## src/rtl/mcs_pkg.sv

```systemverilog
// Shared constants and types for the multiplexed channel program sequencer.
// Assumes a 4-bit order field at the top of every command word.
package mcs_pkg;
    localparam int ORD_W = 4;

    localparam logic [ORD_W-1:0] ORD_READ  = 4'd0;
    localparam logic [ORD_W-1:0] ORD_WRITE = 4'd1;
    localparam logic [ORD_W-1:0] ORD_JUMP  = 4'd2;
    localparam logic [ORD_W-1:0] ORD_JUMPC = 4'd3;
    localparam logic [ORD_W-1:0] ORD_CTRL  = 4'd4;
    localparam logic [ORD_W-1:0] ORD_INTR  = 4'd5;

    typedef enum logic [1:0] {
        PH_CMD  = 2'd0,
        PH_ARGF = 2'd1,
        PH_ARGS = 2'd2,
        PH_JMP  = 2'd3
    } phase_e;

    typedef enum logic [2:0] {
        DC_NONE      = 3'd0,
        DC_LOAD_CTRL = 3'd1,
        DC_SET_IN    = 3'd2,
        DC_SET_OUT   = 3'd3,
        DC_JUMP_ASK  = 3'd4
    } devcmd_e;

    // True when the order's second word is fetched rather than stored
    function automatic logic takes_fetch(input logic [ORD_W-1:0] o);
        return o <= ORD_INTR;
    endfunction

    // True when the fetched second word replaces the program address
    function automatic logic keeps_word(input logic [ORD_W-1:0] o);
        return (o <= ORD_JUMPC) || (o == ORD_INTR);
    endfunction
endpackage

```

## src/rtl/mcs_prio_arb.sv

```systemverilog
// Fixed-priority picker: the lowest set request index wins.
// Purely combinational; the caller samples it only when idle.
module mcs_prio_arb #(
    parameter int N = 16
) (
    input  logic [N-1:0]         req,
    output logic                 any,
    output logic [$clog2(N)-1:0] idx
);
    localparam int IW = $clog2(N);

    // Scan from the top so the lowest set bit is the last to write idx
    always_comb begin
        any = |req;
        idx = '0;
        for (int i = N - 1; i >= 0; i--) begin
            if (req[i]) idx = IW'(i);
        end
    end
endmodule

```

## src/rtl/mcs_ctx_store.sv

```systemverilog
// Per-subchannel context: next phase, program address and current order.
// Read is asynchronous, write is one entry per cycle. On reset each entry
// starts at a command fetch with its index in the top address bits.
module mcs_ctx_store
    import mcs_pkg::*;
#(
    parameter int N      = 16,
    parameter int WORD_W = 16
) (
    input  logic                 clk,
    input  logic                 rst_n,
    input  logic [$clog2(N)-1:0] rd_idx,
    output phase_e               rd_phase,
    output logic [WORD_W-1:0]    rd_addr,
    output logic [ORD_W-1:0]     rd_order,
    input  logic                 we,
    input  logic [$clog2(N)-1:0] wr_idx,
    input  phase_e               wr_phase,
    input  logic [WORD_W-1:0]    wr_addr,
    input  logic [ORD_W-1:0]     wr_order
);
    localparam int IW = $clog2(N);
    localparam int SH = WORD_W - IW;

    phase_e            ph_q [N];
    logic [WORD_W-1:0] ad_q [N];
    logic [ORD_W-1:0]  or_q [N];

    for (genvar g = 0; g < N; g++) begin : g_entry
        // One context entry: reset to its start address, else take a write
        always_ff @(posedge clk) begin
            if (!rst_n) begin
                ph_q[g] <= PH_CMD;
                ad_q[g] <= WORD_W'(g) << SH;
                or_q[g] <= '0;
            end else if (we && (wr_idx == IW'(g))) begin
                ph_q[g] <= wr_phase;
                ad_q[g] <= wr_addr;
                or_q[g] <= wr_order;
            end
        end
    end

    assign rd_phase = ph_q[rd_idx];
    assign rd_addr  = ad_q[rd_idx];
    assign rd_order = or_q[rd_idx];
endmodule

```

## src/rtl/mcs_order_dec.sv

```systemverilog
// Order decoder: for a completed fetch step, chooses the next phase, the
// device command and whether the returned word becomes the program address.
module mcs_order_dec
    import mcs_pkg::*;
(
    input  logic             cmd_step,
    input  logic             reload,
    input  logic [ORD_W-1:0] cur_order,
    input  logic [ORD_W-1:0] word_order,
    output phase_e           nxt_phase,
    output devcmd_e          dcmd,
    output logic             addr_load
);
    // Decode the step kind and order into the writeback controls
    always_comb begin
        nxt_phase = PH_CMD;
        dcmd      = DC_NONE;
        addr_load = 1'b0;
        if (cmd_step) begin
            nxt_phase = takes_fetch(word_order) ? PH_ARGF : PH_ARGS;
            if (word_order == ORD_CTRL) dcmd = DC_LOAD_CTRL;
        end else if (reload) begin
            addr_load = 1'b1;
        end else begin
            addr_load = keeps_word(cur_order);
            if (cur_order == ORD_JUMP || cur_order == ORD_JUMPC) nxt_phase = PH_JMP;
            unique case (cur_order)
                ORD_READ:  dcmd = DC_SET_IN;
                ORD_WRITE: dcmd = DC_SET_OUT;
                ORD_JUMPC: dcmd = DC_JUMP_ASK;
                ORD_CTRL:  dcmd = DC_LOAD_CTRL;
                default:   dcmd = DC_NONE;
            endcase
        end
    end
endmodule

```

## src/rtl/mux_chan_seq.sv

```systemverilog
// Multiplexed channel program sequencer, top level. Services one subchannel
// per pass: request, poll, one transfer step, context writeback. Assumes the
// processor answers hs_req with a one-cycle poll_gnt and each transfer with
// a one-cycle xfer_done.
module mux_chan_seq
    import mcs_pkg::*;
#(
    parameter int NSUB   = 16,
    parameter int WORD_W = 16
) (
    input  logic                    clk,
    input  logic                    rst_n,
    input  logic [NSUB-1:0]         svc_req,
    output logic                    hs_req,
    input  logic                    poll_gnt,
    output logic                    xfer_valid,
    output logic                    xfer_to_mem,
    output logic [WORD_W-1:0]       xfer_addr,
    input  logic                    xfer_done,
    input  logic [WORD_W-1:0]       word_in,
    output logic                    dev_cmd_valid,
    output logic [2:0]              dev_cmd,
    output logic [WORD_W-1:0]       dev_cmd_word,
    input  logic                    dev_jump_met,
    output logic [$clog2(NSUB)-1:0] active_sub
);
    localparam int SUB_W  = $clog2(NSUB);
    localparam int NST    = 7;
    localparam int S_IDLE = 0;
    localparam int S_REQ  = 1;
    localparam int S_POLL = 2;
    localparam int S_CMDF = 3;
    localparam int S_ARGF = 4;
    localparam int S_ARGS = 5;
    localparam int S_UPD  = 6;

    logic [NST-1:0]    st_q, st_d;
    logic [SUB_W-1:0]  sel_q;
    phase_e            ctx_phase_q;
    logic [WORD_W-1:0] ctx_addr_q;
    logic [ORD_W-1:0]  ctx_order_q;
    logic              reload_q;
    logic              dcmd_vld_q;
    devcmd_e           dcmd_q;
    logic [WORD_W-1:0] dcmd_word_q;

    logic              arb_any;
    logic [SUB_W-1:0]  arb_idx;
    phase_e            rd_phase;
    logic [WORD_W-1:0] rd_addr;
    logic [ORD_W-1:0]  rd_order;
    phase_e            dec_phase;
    devcmd_e           dec_cmd;
    logic              dec_addr_load;
    logic [ORD_W-1:0]  word_order;
    logic              jump_taken;

    assign word_order = word_in[WORD_W-1 -: ORD_W];
    assign jump_taken = (ctx_order_q == ORD_JUMP) || dev_jump_met;

    mcs_prio_arb #(.N(NSUB)) arb_i (
        .req (svc_req),
        .any (arb_any),
        .idx (arb_idx)
    );

    mcs_ctx_store #(.N(NSUB), .WORD_W(WORD_W)) ctx_i (
        .clk      (clk),
        .rst_n    (rst_n),
        .rd_idx   (sel_q),
        .rd_phase (rd_phase),
        .rd_addr  (rd_addr),
        .rd_order (rd_order),
        .we       (st_q[S_UPD]),
        .wr_idx   (sel_q),
        .wr_phase (ctx_phase_q),
        .wr_addr  (ctx_addr_q),
        .wr_order (ctx_order_q)
    );

    mcs_order_dec dec_i (
        .cmd_step   (st_q[S_CMDF]),
        .reload     (reload_q),
        .cur_order  (ctx_order_q),
        .word_order (word_order),
        .nxt_phase  (dec_phase),
        .dcmd       (dec_cmd),
        .addr_load  (dec_addr_load)
    );

    // One-hot next-state selection
    always_comb begin
        st_d = '0;
        if (st_q[S_IDLE]) begin
            st_d[arb_any ? S_REQ : S_IDLE] = 1'b1;
        end else if (st_q[S_REQ]) begin
            st_d[poll_gnt ? S_POLL : S_REQ] = 1'b1;
        end else if (st_q[S_POLL]) begin
            unique case (ctx_phase_q)
                PH_CMD:  st_d[S_CMDF] = 1'b1;
                PH_ARGF: st_d[S_ARGF] = 1'b1;
                PH_ARGS: st_d[S_ARGS] = 1'b1;
                default: st_d[jump_taken ? S_ARGS : S_ARGF] = 1'b1;
            endcase
        end else if (st_q[S_CMDF]) begin
            st_d[xfer_done ? S_UPD : S_CMDF] = 1'b1;
        end else if (st_q[S_ARGF]) begin
            st_d[xfer_done ? S_UPD : S_ARGF] = 1'b1;
        end else if (st_q[S_ARGS]) begin
            st_d[xfer_done ? S_UPD : S_ARGS] = 1'b1;
        end else begin
            st_d[S_IDLE] = 1'b1;
        end
    end

    // State register
    always_ff @(posedge clk) begin
        if (!rst_n) st_q <= NST'(1) << S_IDLE;
        else        st_q <= st_d;
    end

    // Working context: select, poll load, step results
    always_ff @(posedge clk) begin
        if (!rst_n) begin
            sel_q       <= '0;
            ctx_phase_q <= PH_CMD;
            ctx_addr_q  <= '0;
            ctx_order_q <= '0;
            reload_q    <= 1'b0;
        end else begin
            if (st_q[S_IDLE] && arb_any) sel_q <= arb_idx;
            if (st_q[S_REQ] && poll_gnt) begin
                ctx_phase_q <= rd_phase;
                ctx_addr_q  <= rd_addr;
                ctx_order_q <= rd_order;
                reload_q    <= 1'b0;
            end
            if (st_q[S_POLL] && ctx_phase_q == PH_JMP && !jump_taken) reload_q <= 1'b1;
            if (st_q[S_CMDF] && xfer_done) begin
                ctx_order_q <= word_order;
                ctx_addr_q  <= ctx_addr_q + WORD_W'(1);
                ctx_phase_q <= dec_phase;
            end
            if (st_q[S_ARGF] && xfer_done) begin
                if (dec_addr_load) ctx_addr_q <= word_in;
                ctx_phase_q <= dec_phase;
            end
            if (st_q[S_ARGS] && xfer_done) ctx_phase_q <= PH_CMD;
        end
    end

    // Device command strobe, one cycle after a completed fetch
    always_ff @(posedge clk) begin
        if (!rst_n) begin
            dcmd_vld_q  <= 1'b0;
            dcmd_q      <= DC_NONE;
            dcmd_word_q <= '0;
        end else begin
            dcmd_vld_q <= 1'b0;
            if ((st_q[S_CMDF] || st_q[S_ARGF]) && xfer_done) begin
                dcmd_vld_q  <= (dec_cmd != DC_NONE);
                dcmd_q      <= dec_cmd;
                dcmd_word_q <= word_in;
            end
        end
    end

    assign hs_req        = st_q[S_REQ];
    assign xfer_valid    = st_q[S_CMDF] | st_q[S_ARGF] | st_q[S_ARGS];
    assign xfer_to_mem   = st_q[S_ARGS];
    assign xfer_addr     = reload_q ? WORD_W'(sel_q) : ctx_addr_q;
    assign dev_cmd_valid = dcmd_vld_q;
    assign dev_cmd       = dcmd_q;
    assign dev_cmd_word  = dcmd_word_q;
    assign active_sub    = sel_q;

    logic [NSUB-1:0] below_mask;
    assign below_mask = (NSUB'(1) << arb_idx) - NSUB'(1);

    // exactly one control state is active
    a_r3_state_onehot: assert property (@(posedge clk) disable iff (!rst_n)
        $countones(st_q) == 1);

    // the request is held until the poll arrives
    a_r3_req_held: assert property (@(posedge clk) disable iff (!rst_n)
        hs_req && !poll_gnt |=> hs_req);

    // the cycle after the poll carries neither request nor transfer
    a_r3_poll_quiet: assert property (@(posedge clk) disable iff (!rst_n)
        hs_req && poll_gnt |=> !hs_req && !xfer_valid);

    // a completed command fetch advances the program address by one
    a_r4_addr_step: assert property (@(posedge clk) disable iff (!rst_n)
        st_q[S_CMDF] && xfer_done |=> ctx_addr_q == $past(ctx_addr_q) + WORD_W'(1));

    // the arbiter picks a requesting index with no lower requester
    a_r2_lowest_wins: assert property (@(posedge clk) disable iff (!rst_n)
        arb_any |-> svc_req[arb_idx] && ((svc_req & below_mask) == '0));

    // the serviced subchannel does not change during a transfer
    a_r2_sub_stable: assert property (@(posedge clk) disable iff (!rst_n)
        xfer_valid |=> $stable(active_sub));

    // the device command strobe lasts one cycle
    a_r11_cmd_pulse: assert property (@(posedge clk) disable iff (!rst_n)
        dev_cmd_valid |=> !dev_cmd_valid);

    // a device command only follows a completed transfer
    a_r11_cmd_follows_xfer: assert property (@(posedge clk) disable iff (!rst_n)
        dev_cmd_valid |-> $past(xfer_valid && xfer_done) && dev_cmd != 3'd0);
endmodule

```

## config.mk

```make
export PLATFORM = sky130hd
export DESIGN_NAME = mux_chan_seq
export DESIGN_NICKNAME = d
export VERILOG_FILES = /design/src/rtl/mcs_pkg.sv /design/src/rtl/mcs_prio_arb.sv /design/src/rtl/mcs_ctx_store.sv /design/src/rtl/mcs_order_dec.sv /design/src/rtl/mux_chan_seq.sv
export SDC_FILE = /design/constraint.sdc
export NUM_CORES = 1
export LEC_CHECK = 0
export BUFFER_PORTS_ARGS = -buffer_cell sky130_fd_sc_hd__buf_4
export CORE_AREA = 8 8 242 244
export CTS_CLUSTER_SIZE = 10
export DETAILED_ROUTE_END_ITERATION = 12
export DIE_AREA = 0 0 250 252
export GPL_ROUTABILITY_DRIVEN = 0
export PLACE_DENSITY = 0.49
export SLEW_MARGIN = 20
export SYNTH_ARGS = -nofsm -noshare
export SYNTH_HDL_FRONTEND = slang
export SYNTH_SLANG_ARGS = --single-unit
```

## constraint.sdc

```tcl
create_clock -name clk -period 8 [get_ports clk]
set_input_delay 2.4 -clock clk [delete_from_list [all_inputs] [get_ports clk]]
set_output_delay 2.4 -clock clk [all_outputs]
set_load 0.02 [all_outputs]
```

==> results_dict.tcl <==
set metrics [dict create \
    synth_cell_types 59 \
    viasPerCell 5.43 \
    cts_hold_buf 0 \
    timing.final.crit_share_pct 56.1 \
    grt_start_max_net_pins 47 \
    h-tree-depth 2 \
    ant_nets 0 \
    seq_area_frac_synth_pct 61.8 \
    syn_nets 1466 \
    synthMuxAreaShare_pct 11.6 \
    vias 12000 \
    portBuffers 79 \
    critical_path_required_ps 5600 \
    cts-root-buf "clkbuf_16" \
    drtPass1Iterations 5 \
    hold_viol_final 0 \
    die_area_mm2 0.0630 \
    hp-class "reg -> reg" \
    hold_depth 2 \
    grt_pass1_wl_mm 86.5 \
    fin_util_pct 39.8 \
    die_h_um 252 \
    synth_fa_ha_area_share_pct 0.0659 \
    drc_errors 0 \
    rows 86 \
    io_pins 80 \
    synth_flop_cell "edfxtp_1" \
    drt-initial-drc-count 1161 \
    synth_area_leader_cell "edfxtp_1" \
    synth-async-reset-ratio_pct 0 \
    max_freq_ghz 0.223 \
    tritoncts "yes" \
    initial_utilization_pct 34.7 \
    synth_seq_cells 410 \
    fin_area_mm2 0.0217 \
    synth.area.top_cells "edfxtp_1 (56%), and2_1 (10%), mux4_2 (8.5%)" \
    synthXorXnorAreaFrac_pct 0.508 \
    worst_pin_slew_ps 1180 \
    max_slew_margin_pct 21.2 \
    synth_cells 1428 \
    drv_cap 0 \
    dp_slack_ps 2930 \
    fin_setup_tns_ps 0 \
    end_kind "output pin" \
    synthSimpleGateAreaFrac_pct 17.6 \
    die_x_um 250 \
    vdd_drop_max_v 0.000141 \
    clock-sinks 410 \
    core_mm2 0.0547 \
    place_hpwl_mm 37.3 \
    synth_edf_count 352 \
    crit_arrival_ps 2090 \
    crit_chain "mux2_2 > buf_4" \
    worstSetupPathType "reg -> out" \
    routed_wl_mm 59.4 \
    status "complete, no violations" \
    cp-start-kind "register" \
    cts_resized 0 \
    finalClockSkew_ps 23.5 \
    grt_overflow 0 \
    cts_buffer_depth 3 \
    syn_area_mm2 0.0190 \
    cpMaxStageDelayCell "dfxtp_1" \
    antenna_found_initial 1 \
    p_per_area_mw_per_mm2 219 \
    clk_pin_slew_worst_paths_ps 60 \
    synth_top_area_share_pct 55.7 \
    yosysWarningCount 0 \
    setup_viol 0 \
    cpPeakStageDelay_ps 990 \
    grt_setup_unrepaired "false" \
    cp_max_fo 21 \
    postCtsSetupBuffers 0 \
    reg2regPathDepth 5 \
    final_layout_size_suffix_gt1_share_pct 19.7 \
    n_antenna_cell 0 \
    min_period_ps 4490 \
    p_leak_nw 7.47 \
    report.final.slew_viol_count 0 \
    nets 1510 \
    synth-compound-area-share_pct 5.36 \
    globalRouteTotalUtil_pct 18.6 \
    first_global_vias 12000 \
    wl_per_cell_um 27.0 \
    worst_slack_ps 3510 \
    syn_to_final_growth_pct 14.5 \
    place_area_mm2 0.0204 \
    syn_area_per_cell_um2 13.3 \
    synth_top_family_by_area "simple AND/OR/NAND/NOR gates" \
    clk_latency_ps 600 \
    numCtsBuffers 48 \
]
final timing paths:
| kind | start | end | slack [ps] |
|---|---|---|---|
| setup reg to reg | register | ctx_order_q[2] | 4750 |
| hold / removal | dev_cmd_word[5] | dev_cmd_word[5] | 450 |
| hold reg to reg | dev_cmd_word[5] | dev_cmd_word[5] | 450 |
| setup / recovery | ctx_addr_q[0] | xfer_addr[0] | 3510 |
registers in the layout (all words and copies together), names as in the netlist, named ones only:
signal / count
dev_cmd_word: 16
ctx_phase_q: 2
ctx_i.ph_q: 32
ctx_i.or_q: 64
reload_q: 1
ctx_order_q: 4
ctx_addr_q: 16
active_sub: 4
dev_cmd_valid: 1
ctx_i.ad_q: 256
dev_cmd: 3
st_q: 7
power breakdown:
part | leakage, nW | total (mW) | internal (mW) | switching, mW
clock | 0.663 | 1.99 | 1.13 | 0.860
combinational | 2.80 | 0.331 | 0.118 | 0.213
sequential | 4.00 | 2.43 | 2.38 | 0.0540
Yosys cell counts (all sizes together), types with 3 or more instances:
| library cell | n |
|---|---|
| edfxtp | 352 |
| and2 | 308 |
| clkbuf | 110 |
| mux4 | 75 |
| nand2 | 75 |
| dfxtp | 58 |
| nor2 | 52 |
| mux2i | 40 |
| a21oi | 36 |
| or3 | 33 |
| o21ai | 27 |
| buf | 25 |
| nor3 | 24 |
| nand3 | 23 |
| nor2b | 23 |
| a22oi | 16 |
| a31oi | 16 |
| nand4 | 12 |
| a211oi | 9 |
| mux2 | 9 |
| o221ai | 9 |
| nand2b | 8 |
| nor4 | 8 |
| o211ai | 7 |
| xor2 | 7 |
| and3 | 5 |
| inv | 5 |
| a222oi | 4 |
| nand3b | 4 |
| or4 | 4 |
| xnor2 | 4 |
| a2111oi | 3 |
| a22o | 3 |
| a32oi | 3 |
| nor3b | 3 |
| o311ai | 3 |
| or2 | 3 |
critical path, delay by kind of cell (launching register included):
| family | cells | cell delay (ps) |
|---|---|---|
| flip-flops | 1 | 990 |
| multiplexers | 1 | 330 |
| buffers and inverters | 1 | 160 |
routing by layer:
metal	wire, um	vias to the layer above	part of all wire [%]	GRT usage (%)
met3	3670	90	6.2	2.85
met2	28200	431	48	30.7
met4	1430	0	2.4	5.42
met5	0	-	0	0
li1	-	5362	-	-
met1	26000	6083	44	25.4
area by class of cell:
| cell class | count | area, um2 |
|---|---|---|
| Fill cell | 5090 | 32900 |
| Sequential cell | 410 | 11700 |
| Multi-Input combinational cell | 877 | 6750 |
| Clock buffer | 69 | 1310 |
| Timing Repair Buffer | 129 | 968 |
| Tap cell | 704 | 881 |
| Clock inverter | 7 | 60.1 |
| Inverter | 6 | 22.5 |
cells by family after synthesis:
logic type               Yosys count
AO/OA/AOI/OAI                    152
adder cells (fa/ha/maj)            1
AND/OR/NAND/NOR                  589
XOR/XNOR                          11
flip-flops                       410
buffers and inverters            141
multiplexers                     124
through the flow:
step                cells  hold WS, ps  power [mW]
global placement     2126          441        2.81
finish               2202          453        4.75
floorplan            1428          530        2.64
global route         2202          476        4.90
CTS                  2202          456        4.80
detailed placement   2126          449        2.81
cell usage in the layout, fill, tap and decap left out, types with 19 or more instances in the layout:
| cell type | netlist | layout |
|---|---|---|
| a21oi_1 | 36 | 36 |
| and2_1 | 308 | 308 |
| buf_4 | 2 | 129 |
| clkbuf_1 | 110 | 19 |
| clkbuf_16 | 0 | 49 |
| dfxtp_1 | 58 | 53 |
| edfxtp_1 | 352 | 352 |
| mux2i_1 | 40 | 40 |
| mux4_2 | 72 | 72 |
| nand2_1 | 75 | 75 |
| nand3_1 | 23 | 23 |
| nor2_1 | 52 | 46 |
| nor2b_1 | 23 | 22 |
| nor3_1 | 24 | 24 |
| or3_1 | 33 | 33 |
(Power assumes the default switching activity.)
